==> config.mk <==
export PLATFORM = sky130hd
export DESIGN_NAME = keyed_wdt
export DESIGN_NICKNAME = d
export VERILOG_FILES = /design/src/rtl/keyed_wdt.sv
export SDC_FILE = /design/constraint.sdc
export NUM_CORES = 1
export LEC_CHECK = 0
export ABC_AREA = 1
export BUFFER_PORTS_ARGS = -buffer_cell sky130_fd_sc_hd__buf_2
export CAP_MARGIN = 20
export CORE_UTILIZATION = 40
export DETAILED_ROUTE_END_ITERATION = 6
export HOLD_SLACK_MARGIN = 0.02
export PLACE_DENSITY = 0.53
export SYNTH_ARGS = -nofsm -noshare
export SYNTH_HDL_FRONTEND = slang
export SYNTH_SLANG_ARGS = --single-unit
==> constraint.sdc <==
create_clock -name clk -period 3.1 [get_ports clk]
set_input_delay 0.62 -clock clk [delete_from_list [all_inputs] [get_ports clk]]
set_output_delay 0.62 -clock clk [all_outputs]
set_load 0.05 [all_outputs]
==> src/rtl/keyed_wdt.sv <==
module keyed_wdt #(
  parameter int          LONG_LOG2 = 25,
  parameter logic [7:0]  KEY_CLR   = 8'h4E,
  parameter logic [7:0]  KEY_OFF   = 8'hB1
) (
  input  logic       clk,
  input  logic       rst_n,
  input  logic       tick,
  input  logic       wr_en,
  input  logic       wr_sel,
  input  logic [7:0] wr_data,
  output logic       wdt_rst_req,
  output logic       wdt_nmi_req
);

  typedef enum logic [1:0] {SQ_IDLE, SQ_KEYED, SQ_ARMED} seq_t;

  seq_t                 seq;
  logic                 active;
  logic                 out_rst;
  logic [1:0]           tsel;
  logic [LONG_LOG2-1:0] cnt;
  logic [LONG_LOG2-1:0] term;

  wire ctrl_wr = wr_en & ~wr_sel;
  wire cmd_wr  = wr_en &  wr_sel;
  wire clr_hit = cmd_wr && (wr_data == KEY_CLR);
  wire off_hit = cmd_wr && (wr_data == KEY_OFF) && (seq == SQ_ARMED);

  assign term = {LONG_LOG2{1'b1}} >> (2 * tsel);
  wire ovf = active && tick && !clr_hit && (cnt >= term);

  always_ff @(posedge clk or negedge rst_n) begin
    if (!rst_n) begin
      seq         <= SQ_IDLE;
      active      <= 1'b1;
      out_rst     <= 1'b1;
      tsel        <= 2'b00;
      cnt         <= '0;
      wdt_rst_req <= 1'b0;
      wdt_nmi_req <= 1'b0;
    end else begin
      wdt_rst_req <= ovf & out_rst;
      wdt_nmi_req <= ovf & ~out_rst;

      if (clr_hit)      seq <= SQ_KEYED;
      else if (off_hit) seq <= SQ_IDLE;
      else if (ctrl_wr) seq <= (seq == SQ_KEYED && !wr_data[0]) ? SQ_ARMED : SQ_IDLE;

      if (ctrl_wr) begin
        tsel    <= wr_data[2:1];
        out_rst <= wr_data[3];
        if (wr_data[0]) active <= 1'b1;
      end
      if (off_hit) active <= 1'b0;

      if (!active || off_hit || clr_hit || ovf) cnt <= '0;
      else if (tick)                            cnt <= cnt + 1'b1;
    end
  end

  p_excl_r9: assert property (@(posedge clk) disable iff (!rst_n)
    !(wdt_rst_req && wdt_nmi_req));

  p_rst_pulse_r9: assert property (@(posedge clk) disable iff (!rst_n)
    wdt_rst_req |=> !wdt_rst_req);

  p_nmi_pulse_r9: assert property (@(posedge clk) disable iff (!rst_n)
    wdt_nmi_req |=> !wdt_nmi_req);

  p_no_tick_r3: assert property (@(posedge clk) disable iff (!rst_n)
    !tick |=> !(wdt_rst_req || wdt_nmi_req));

  p_clear_r4: assert property (@(posedge clk) disable iff (!rst_n)
    clr_hit |=> (cnt == '0) && !(wdt_rst_req || wdt_nmi_req));

  p_stop_r6: assert property (@(posedge clk) disable iff (!rst_n)
    off_hit |=> !active);

  p_quiet_r8: assert property (@(posedge clk) disable iff (!rst_n)
    !active |=> !(wdt_rst_req || wdt_nmi_req));

  p_restart_r10: assert property (@(posedge clk) disable iff (!rst_n)
    ovf |=> (cnt == '0));

endmodule

Word-level counts from Yosys, hierarchy flattened
Cells that the tools add are included.
Cells by class
  add/subtract/negate cells: 1
  order comparisons: 1
  equality and inequality tests: 4
  shift-type cells: 1
  muxes and demuxes: 9
  bitwise gates (word level): 6
  reduce and logical (&&, ||, !) cells: 18
Operators by type and width (count)
  25-bit 2-to-1 mux: 2
  25-bit by 1-bit adder with 25-bit output (second input constant): 1
  25-bit >= comparator: 1
  25-bit by 3-bit right shift with 25-bit output (first input constant): 1
  8-bit by 7-bit equality test with 1-bit output (second input constant): 1
  8-bit equality test (second input constant): 1
  2-bit 2-to-1 mux: 4
  1-bit logical AND: 7
  2-bit nonzero test: 3
  1-bit bitwise AND: 4
  1-bit logical NOT: 3
  1-bit logical OR: 3
  1-bit 2-to-1 mux: 3
  3-bit nonzero test: 1
  2-bit by 1-bit equality test with 1-bit output (second input constant): 1
  2-bit equality test (second input constant): 1
  1-bit NOT: 2
  2-bit AND reduction: 1
Word-level totals
  register bits: 33
  input bits: 13
  word-level logic and storage cells: 47

Longest topological paths before layout
Gate-level depths: netlist (run 1).
  depth after elaboration: 7
  mapped depth: 12
  depth with buffers taken out: 11

Worst setup path before layout (run 1)
OpenSTA, ideal clock, no wires.
  path kind: reg-to-reg
  start point: register tsel[1]
  end point: register cnt[3]
  setup time: 0.132 ns
  data arrival time: 1.825 ns
  required time: 2.968 ns
  slack: 1.143 ns
  stages on the path, launching flop included: 13
  period minus slack after synthesis: 1.957 ns
  cell sequence: dfrtp_1 or2_2 ha_1 nand2_1 nor2_1 nand2_1 nor2_1 nor2_1 nor2_1 nand2_4 nand2_4 buf_6 nor3_2
Between the ends
  longest elaborated chain between the ends: 5
  elaborated cells between the ends (all ways): 6
  classes of those cells: 1 x order compare; 1 x shift; 1 x mux; 3 x reduce/logical
Ends and longest elaborated chain
  from (decl): RTL line 21  | logic [1:0] tsel;
  from (signal assigned): RTL line 51  | tsel <= wr_data[2:1];
  25-bit by 3-bit right shift with 25-bit output (*): RTL line 30  | assign term = {LONG_LOG2{1'b1}} >> (2 * tsel);
  25-bit >= comparator (*): RTL line 31  | wire ovf = active && tick && !clr_hit && (cnt >= term);
  1-bit logical AND (*): RTL line 31
  1-bit logical OR (*): RTL line 57  | if (!active || off_hit || clr_hit || ovf) cnt <= '0;
  25-bit 2-to-1 mux / 2-bit nonzero test (equally long branches)
  to (signal assigned): RTL line 58  | else if (tick) cnt <= cnt + 1'b1;
  to (decl): RTL line 22  | logic [LONG_LOG2-1:0] cnt;
Every way passes the cells marked *; elsewhere a longest branch is shown, timed or not.
A chain may end at the register's enable or synchronous reset.

Worst setup path in the final report (run 1)
  start point: register tsel[1]
  end point: register cnt[2]
Same word-level chain as after synthesis.

==> metrics.md, run 1 <==
| Metric | Value |
|---|---|
| Mux cell area share after synthesis | `0` |
| Main combinational cell family by area after synthesis | `simple AND/OR/NAND/NOR gates` |
| Die area | `5290 um^2` |
| Hpwl dp | `2980 um` |
| Via count | `1611` |
| Max IR drop VDD | `0.288 mV` |
| Pint | `787 uW` |
| Critical path class | `reg2reg` |
| Worst setup SP type | `flip-flop` |
| Pins Over Slew Limit | `0` |
| Avg WL per Cell | `11.2 um` |
| Final wirelength | `3950 um` |
| Status | `finished clean` |
| Cell Area, Synth | `2000 um^2` |
| Pin count of the biggest net entering global routing | `34` |
| Most common cell after layout, fill and taps aside | `nand2_1` |
| # rows | `25` |
| Final Hold Slack | `0.395 ns` |
| Multi-input gate area | `1010 um^2` |
| Initial antenna violation count | `0` |
| Synthesized area per cell | `7.52 um^2` |
| Number of global-route vias before repair | `1626` |
| Port Buffers | `14` |
| Worst-path fanout max | `21` |
| F_max | `0.467 GHz` |
| Gpl congestion | `0.736` |
| Post-synthesis xor/xnor area fraction | `0.0525` |
| Global-route wire length before repair | `7160 um` |
| Setup TNS | `0 ns` |
| Synth Area in Compound Gates | `0.0394` |
| CTS tree | `built` |
| H-Tree Depth | `2` |
| Hold Vio Cnt, Final | `0` |
| CTS clk-pin slew, worst paths | `0.07 ns` |
| Crit-path cells | `or2_2, ha_1, nand2_1, nor2_1, nand2_1, nor2_1, nor2_1, nor2_1, nand2_4, nand2_4, nor3_1` |
| Diode count | `0` |
| Buf/Inv on CP | `0` |
| Final Cycle Share | `0.691` |
| TritonCTS buffer count | `5` |
| Slowest CP cell | `dfrtp_1` |
| Post-synthesis adder-cell area fraction | `0.0313` |
| Sw Share | `0.262` |
| Comb pwr share | `0.125` |
| RSZ-0062 raised after global routing | `false` |
| Detail Route Antenna Nets | `0` |
| Worst Tran Pin Value | `0.753 ns` |
| Final setup skew | `0.00796 ns` |
| CTS hold repair buffers | `0` |
| Synthesized flop and latch total | `33` |
| Endpoint class of the critical path | `flip-flop` |
| Cell Pwr Density | `475 nW/um^2` |
| All-Layer GR Usage | `0.179` |
| Post-Syn Nets | `284` |
| Fin cells | `352` |
| Grt ovf | `0` |
| Clock group share of total power | `0.397` |
| Max-slew headroom | `0.498` |
| Mapped Cells | `266` |
| Commonest cells after routing, fill and taps aside | `nand2_1 (62), nor2_1 (43), inv_1 (34), dfrtp_1 (31), nand3_1 (19)` |
| Die X | `72.7 um` |
| Critical Path AT | `2.31 ns` |
| Worst-Skew Late Latency | `0.29 ns` |
| Max cap viols | `0` |
| Die H | `72.7 um` |
| Clock root buffer | `clkbuf_8` |
| Pre-Repair DR Iteration Count | `4` |
| Fraction of layout cells with a size suffix above 1 | `0.158` |
| CP peak stage delay | `0.42 ns` |
| Max Buffers Root-to-Sink | `2` |
| Worst hold path type | `in2async` |
| Post_cts resized | `0` |
| Sequential power share | `0.477` |
| # clock sinks | `33` |
| Register area | `828 um^2` |
| Crit-path leading delay family | `simple AND/OR/NAND/NOR gates` |
| Fill cells | `502` |
| Synth warn | `0` |
| Initial Utilization | `0.421` |
| Boundary Pins | `15` |
| Core ar. | `4750 um^2` |
| WP data required | `3.27 ns` |
| Setup bufs post-CTS | `0` |
| Fin util | `0.472` |
| Drc violations | `0` |
| Area delta synth->final | `12.1%` |
| Cell variety after synth | `29` |
| # setup viols final | `0` |
| Leak | `1.10 nW` |
| Psw | `280 uW` |
| Number of DRC violations after detailed-routing iteration 0 | `63` |
| Nets | `302` |
| Top cell by count, worst path | `nor2_1` |
| Cells after DPL | `344` |
| Post-synthesis sequential area ratio | `0.414` |
| Synth Area in Simple Gates | `0.381` |
| Power, Total | `1.07 mW` |
| Via/cell ratio | `4.58` |
| Minimum clock period | `2.14 ns` |
[cell type report]
cell class                 instances  area share
clock buffer                       7      0.0385
multi-input combinational        194       0.450
sequential                        33       0.369
inverter                          36      0.0602
tap                               67      0.0374
timing repair buffer              14      0.0312
clock inverter                     1      0.0134
[cells by family (layout without fill, tap and decap cells)]
logic type | count (synthesis) | count (layout)
AND/OR/NAND/NOR | 162 | 162
buffers and inverters | 39 | 58
flip-flops | 33 | 33
AO/OA/AOI/OAI | 15 | 15
XOR/XNOR | 12 | 12
adder cells (fa/ha/maj) | 5 | 5
[state kept, by name (all words and copies together), names as in the netlist]
name,flops
out_rst,1
wdt_rst_req,1
seq,2
cnt,25
wdt_nmi_req,1
active,1
tsel,2
[layer usage]
layer / global-route usage / vias up / wire [um]
met5: 0 / - / 0
met3: 0.0290 / 5 / 73
li1: - / 869 / -
met1: 0.246 / 723 / 2060
met2: 0.272 / 14 / 1740
met4: 0.0915 / 0 / 78
[cells in the mapped netlist]
cell / instances / area (um^2)
a21oi_1: 6 / 30.0
dfrtp_1: 31 / 776
inv_2: 2 / 7.51
or2_2: 1 / 6.26
o21bai_1: 1 / 7.51
nor3b_1: 2 / 15.0
and3_1: 1 / 6.26
nor2_1: 43 / 161
o22ai_1: 1 / 6.26
buf_6: 2 / 22.5
nand3_2: 1 / 10.0
nor2_4: 3 / 33.8
xor2_1: 10 / 87.6
nand4_1: 8 / 50.1
dfstp_2: 2 / 52.6
nor2_2: 6 / 37.5
ha_1: 5 / 62.6
nor3_2: 2 / 20.0
buf_2: 1 / 5.00
nand2_2: 4 / 25.0
o21ai_0: 7 / 35.0
nand3_1: 19 / 95.1
nor3_1: 6 / 30.0
nor4_1: 1 / 6.26
nand3b_2: 1 / 11.3
inv_1: 34 / 128
nand2_1: 62 / 233
nand2_4: 2 / 22.5
xnor2_1: 2 / 17.5
[power by group through the flow]
stage               clock, mW  combinational, mW  sequential, mW
floorplan                   0             0.0995           0.510
global placement            0              0.137           0.517
detailed placement          0              0.135           0.517
CTS                     0.438              0.136           0.509
global route            0.449              0.158           0.514
finish                  0.424              0.133           0.509
[final timing paths]
kind | startpoint | endpoint | slack, ns | cells past startpoint
worst max register to register | tsel[1] | cnt[2] | 0.96 | 11
worst min register to register | tsel[0] | tsel[0] | 0.50 | 2
max in group asynchronous | rst_n | seq[0] | 2.21 | 1
worst min-delay path | rst_n | tsel[0] | 0.40 | 1
min in group clk | tsel[0] | tsel[0] | 0.50 | 2
worst max-delay path | tsel[1] | cnt[2] | 0.96 | 11
[per-stage QoR]
| stage | setup slack (ns) | area, um^2 |
|---|---|---|
| 6_report | 0.957 | 2240 |
| 4_1_cts | 0.939 | 2240 |
| 3_3_place_gp | 0.976 | 2130 |
| 5_1_grt | 0.696 | 2240 |
| 2_1_floorplan | 1.14 | 2000 |
| 3_5_place_dp | 0.945 | 2130 |
(Power assumes the default switching activity.)
==> run 2, diff against run 1 <==
Clock period 3.1 ns to 2.2 ns, I/O delays scaled along.
==> run 2 against run 1 <==
  * Critical path depth stayed put
  * Power grew 29%
  * Die area unchanged
  * Hold slack lost 0.17 ns
  * Final cell count is 0.28% higher
  * Register-to-register slack got worse by 0.76 ns
  * First-iteration DRC count is 46% higher
  * Worst setup slack got worse by 0.76 ns
  * Largest cell class unchanged
  * Largest power group unchanged
==> metrics.md, run 2 (same netlist as run 1, synthesis figures left out) <==
| Metric | Value |
|---|---|
| Boundary Pins | `15` |
| # clock sinks | `33` |
| Minimum clock period | `2.00 ns` |
| Drc violations | `0` |
| TritonCTS buffer count | `5` |
| RSZ-0062 raised after global routing | `false` |
| Grt ovf | `0` |
| Final wirelength | `3980 um` |
| Diode count | `0` |
| Hpwl dp | `3050 um` |
| Worst-path fanout max | `21` |
| Max IR drop VDD | `0.415 mV` |
| Die X | `72.7 um` |
| Worst setup SP type | `flip-flop` |
| Max reg flops | `25` |
| Most common cell after layout, fill and taps aside | `nand2_1` |
| Cell Pwr Density | `618 nW/um^2` |
| F_max | `0.499 GHz` |
| Sw Share | `0.277` |
| CTS clk-pin slew, worst paths | `0.06 ns` |
| Leak | `1.09 nW` |
| Final setup skew | `0.00492 ns` |
| Area delta synth->final | `11.8%` |
| Die area | `5290 um^2` |
| Nets | `303` |
| Detail Route Antenna Nets | `0` |
| Top cell by count, worst path | `nor2_1` |
| Final Hold Slack | `0.220 ns` |
| Worst-Skew Late Latency | `0.28 ns` |
| WP data required | `2.37 ns` |
| Critical path class | `reg2reg` |
| Final Cycle Share | `0.910` |
| Initial Utilization | `0.421` |
| Psw | `382 uW` |
| # rows | `25` |
| Pins Over Slew Limit | `0` |
| Avg WL per Cell | `11.3 um` |
| Slowest CP cell | `dfrtp_1` |
| Worst Reg-to-Reg Cells | `11` |
| Worst Setup SP | `tsel[0]` |
| H-Tree Depth | `2` |
| Clock root buffer | `clkbuf_8` |
| Setup bufs post-CTS | `0` |
| Critical Path End | `cnt[19]` |
| CTS tree | `built` |
| # setup viols final | `0` |
| Commonest cells after routing, fill and taps aside | `nand2_1 (62), nor2_1 (42), inv_1 (34), dfrtp_1 (31), nand3_1 (19)` |
| Gpl congestion | `0.738` |
| Regs by FF count | `cnt: 25 flops, seq: 2 flops, tsel: 2 flops` |
| Global-route wire length before repair | `7090 um` |
| Fraction of layout cells with a size suffix above 1 | `0.161` |
| Status | `finished clean` |
| Number of global-route vias before repair | `1573` |
| Max cap viols | `0` |
| Port Buffers | `14` |
| All-Layer GR Usage | `0.174` |
| Reg-to-Reg End | `cnt[19]` |
| Worst Tran Pin Value | `0.748 ns` |
| Sequential power share | `0.518` |
| Setup TNS | `0 ns` |
| Reg2reg start | `tsel[0]` |
| Clock group share of total power | `0.339` |
| Critical Path AT | `2.17 ns` |
| CP peak stage delay | `0.39 ns` |
| Pre-Repair DR Iteration Count | `4` |
| Initial antenna violation count | `0` |
| Crit-path cells | `or2_2, ha_1, nand2_1, nor2_1, nand2_1, nand3_1, nor2_1, nor2_2, nand2_4, nand2_8, nor2_1` |
| Pint | `998 uW` |
| Pin count of the biggest net entering global routing | `34` |
| Comb pwr share | `0.142` |
| Pre-CTS setup slack | `0.0720 ns` |
| Hold Vio Cnt, Final | `0` |
| Via count | `1612` |
| Register bank with the most flops | `cnt` |
| Flop-to-flop setup slack | `0.20 ns` |
| Max-slew headroom | `0.501` |
| CTS hold repair buffers | `0` |
| Setup ws final | `0.198 ns` |
| Endpoint class of the critical path | `flip-flop` |
| Max Buffers Root-to-Sink | `2` |
| Worst hold path type | `in2async` |
| Via/cell ratio | `4.57` |
| Number of DRC violations after detailed-routing iteration 0 | `92` |
| Die H | `72.7 um` |
| Core ar. | `4750 um^2` |
[run 2: area by class of cell]
type                       instances  area [um^2]
fill                             509         2520
multi-input combinational        194         1020
sequential                        33          828
inverter                          36          135
clock buffer                       8         90.1
tap                               67         83.8
timing repair buffer              15         77.6
[run 2: per-stage QoR]
step                cell area (um^2)  total power, mW  utilization  std cells
finish                          2240             1.38        0.470        353
global placement                2130            0.925        0.449        345
floorplan                       2000            0.858            -        266
global route                    2240             1.46        0.470        353
CTS                             2220             1.39        0.468        353
detailed placement              2130            0.924        0.449        345
[run 2: worst min path at each step]
stage	slack, ns	end	from
global route	0.30	cnt[21]	rst_n
detailed placement	0.48	tsel[0]	tsel[0]
global placement	0.48	tsel[0]	tsel[0]
floorplan	0.14	cnt[0]	rst_n
CTS	0.25	cnt[12]	rst_n
finish	0.22	tsel[0]	rst_n
[run 2: repair_timing]
action | 4_1_cts | 5_1_grt
gates resized for setup | 0 | 2
setup endpoints to repair | 0 | 21
hold endpoints to repair | 0 | 0
[run 2: power groups by stage]
stage          Combinational, mW  Clock (mW)  Sequential, mW
2_1_floorplan              0.140           0           0.718
3_3_place_gp               0.197           0           0.728
3_5_place_dp               0.198           0           0.726
4_1_cts                    0.200       0.479           0.715
5_1_grt                    0.228       0.512           0.724
6_report                   0.196       0.469           0.716
[run 2: layer usage]
layer  vias to the layer above  wire length [um]  GRT usage  part of all wire
li1                        877                 -          -                 -
met1                       721              2140      0.244              0.54
met2                         9              1710      0.263              0.43
met3                         5                79     0.0359             0.020
met4                         0                52     0.0654             0.013
met5                         -                 0          0                 0
[run 2: worst max-delay path, delay by kind of cell (launching register included)]
kind	cells	cell delay (ns)
adders and majority gates	1	0.30
DFF	1	0.39
and+or+nand+nor	10	1.18
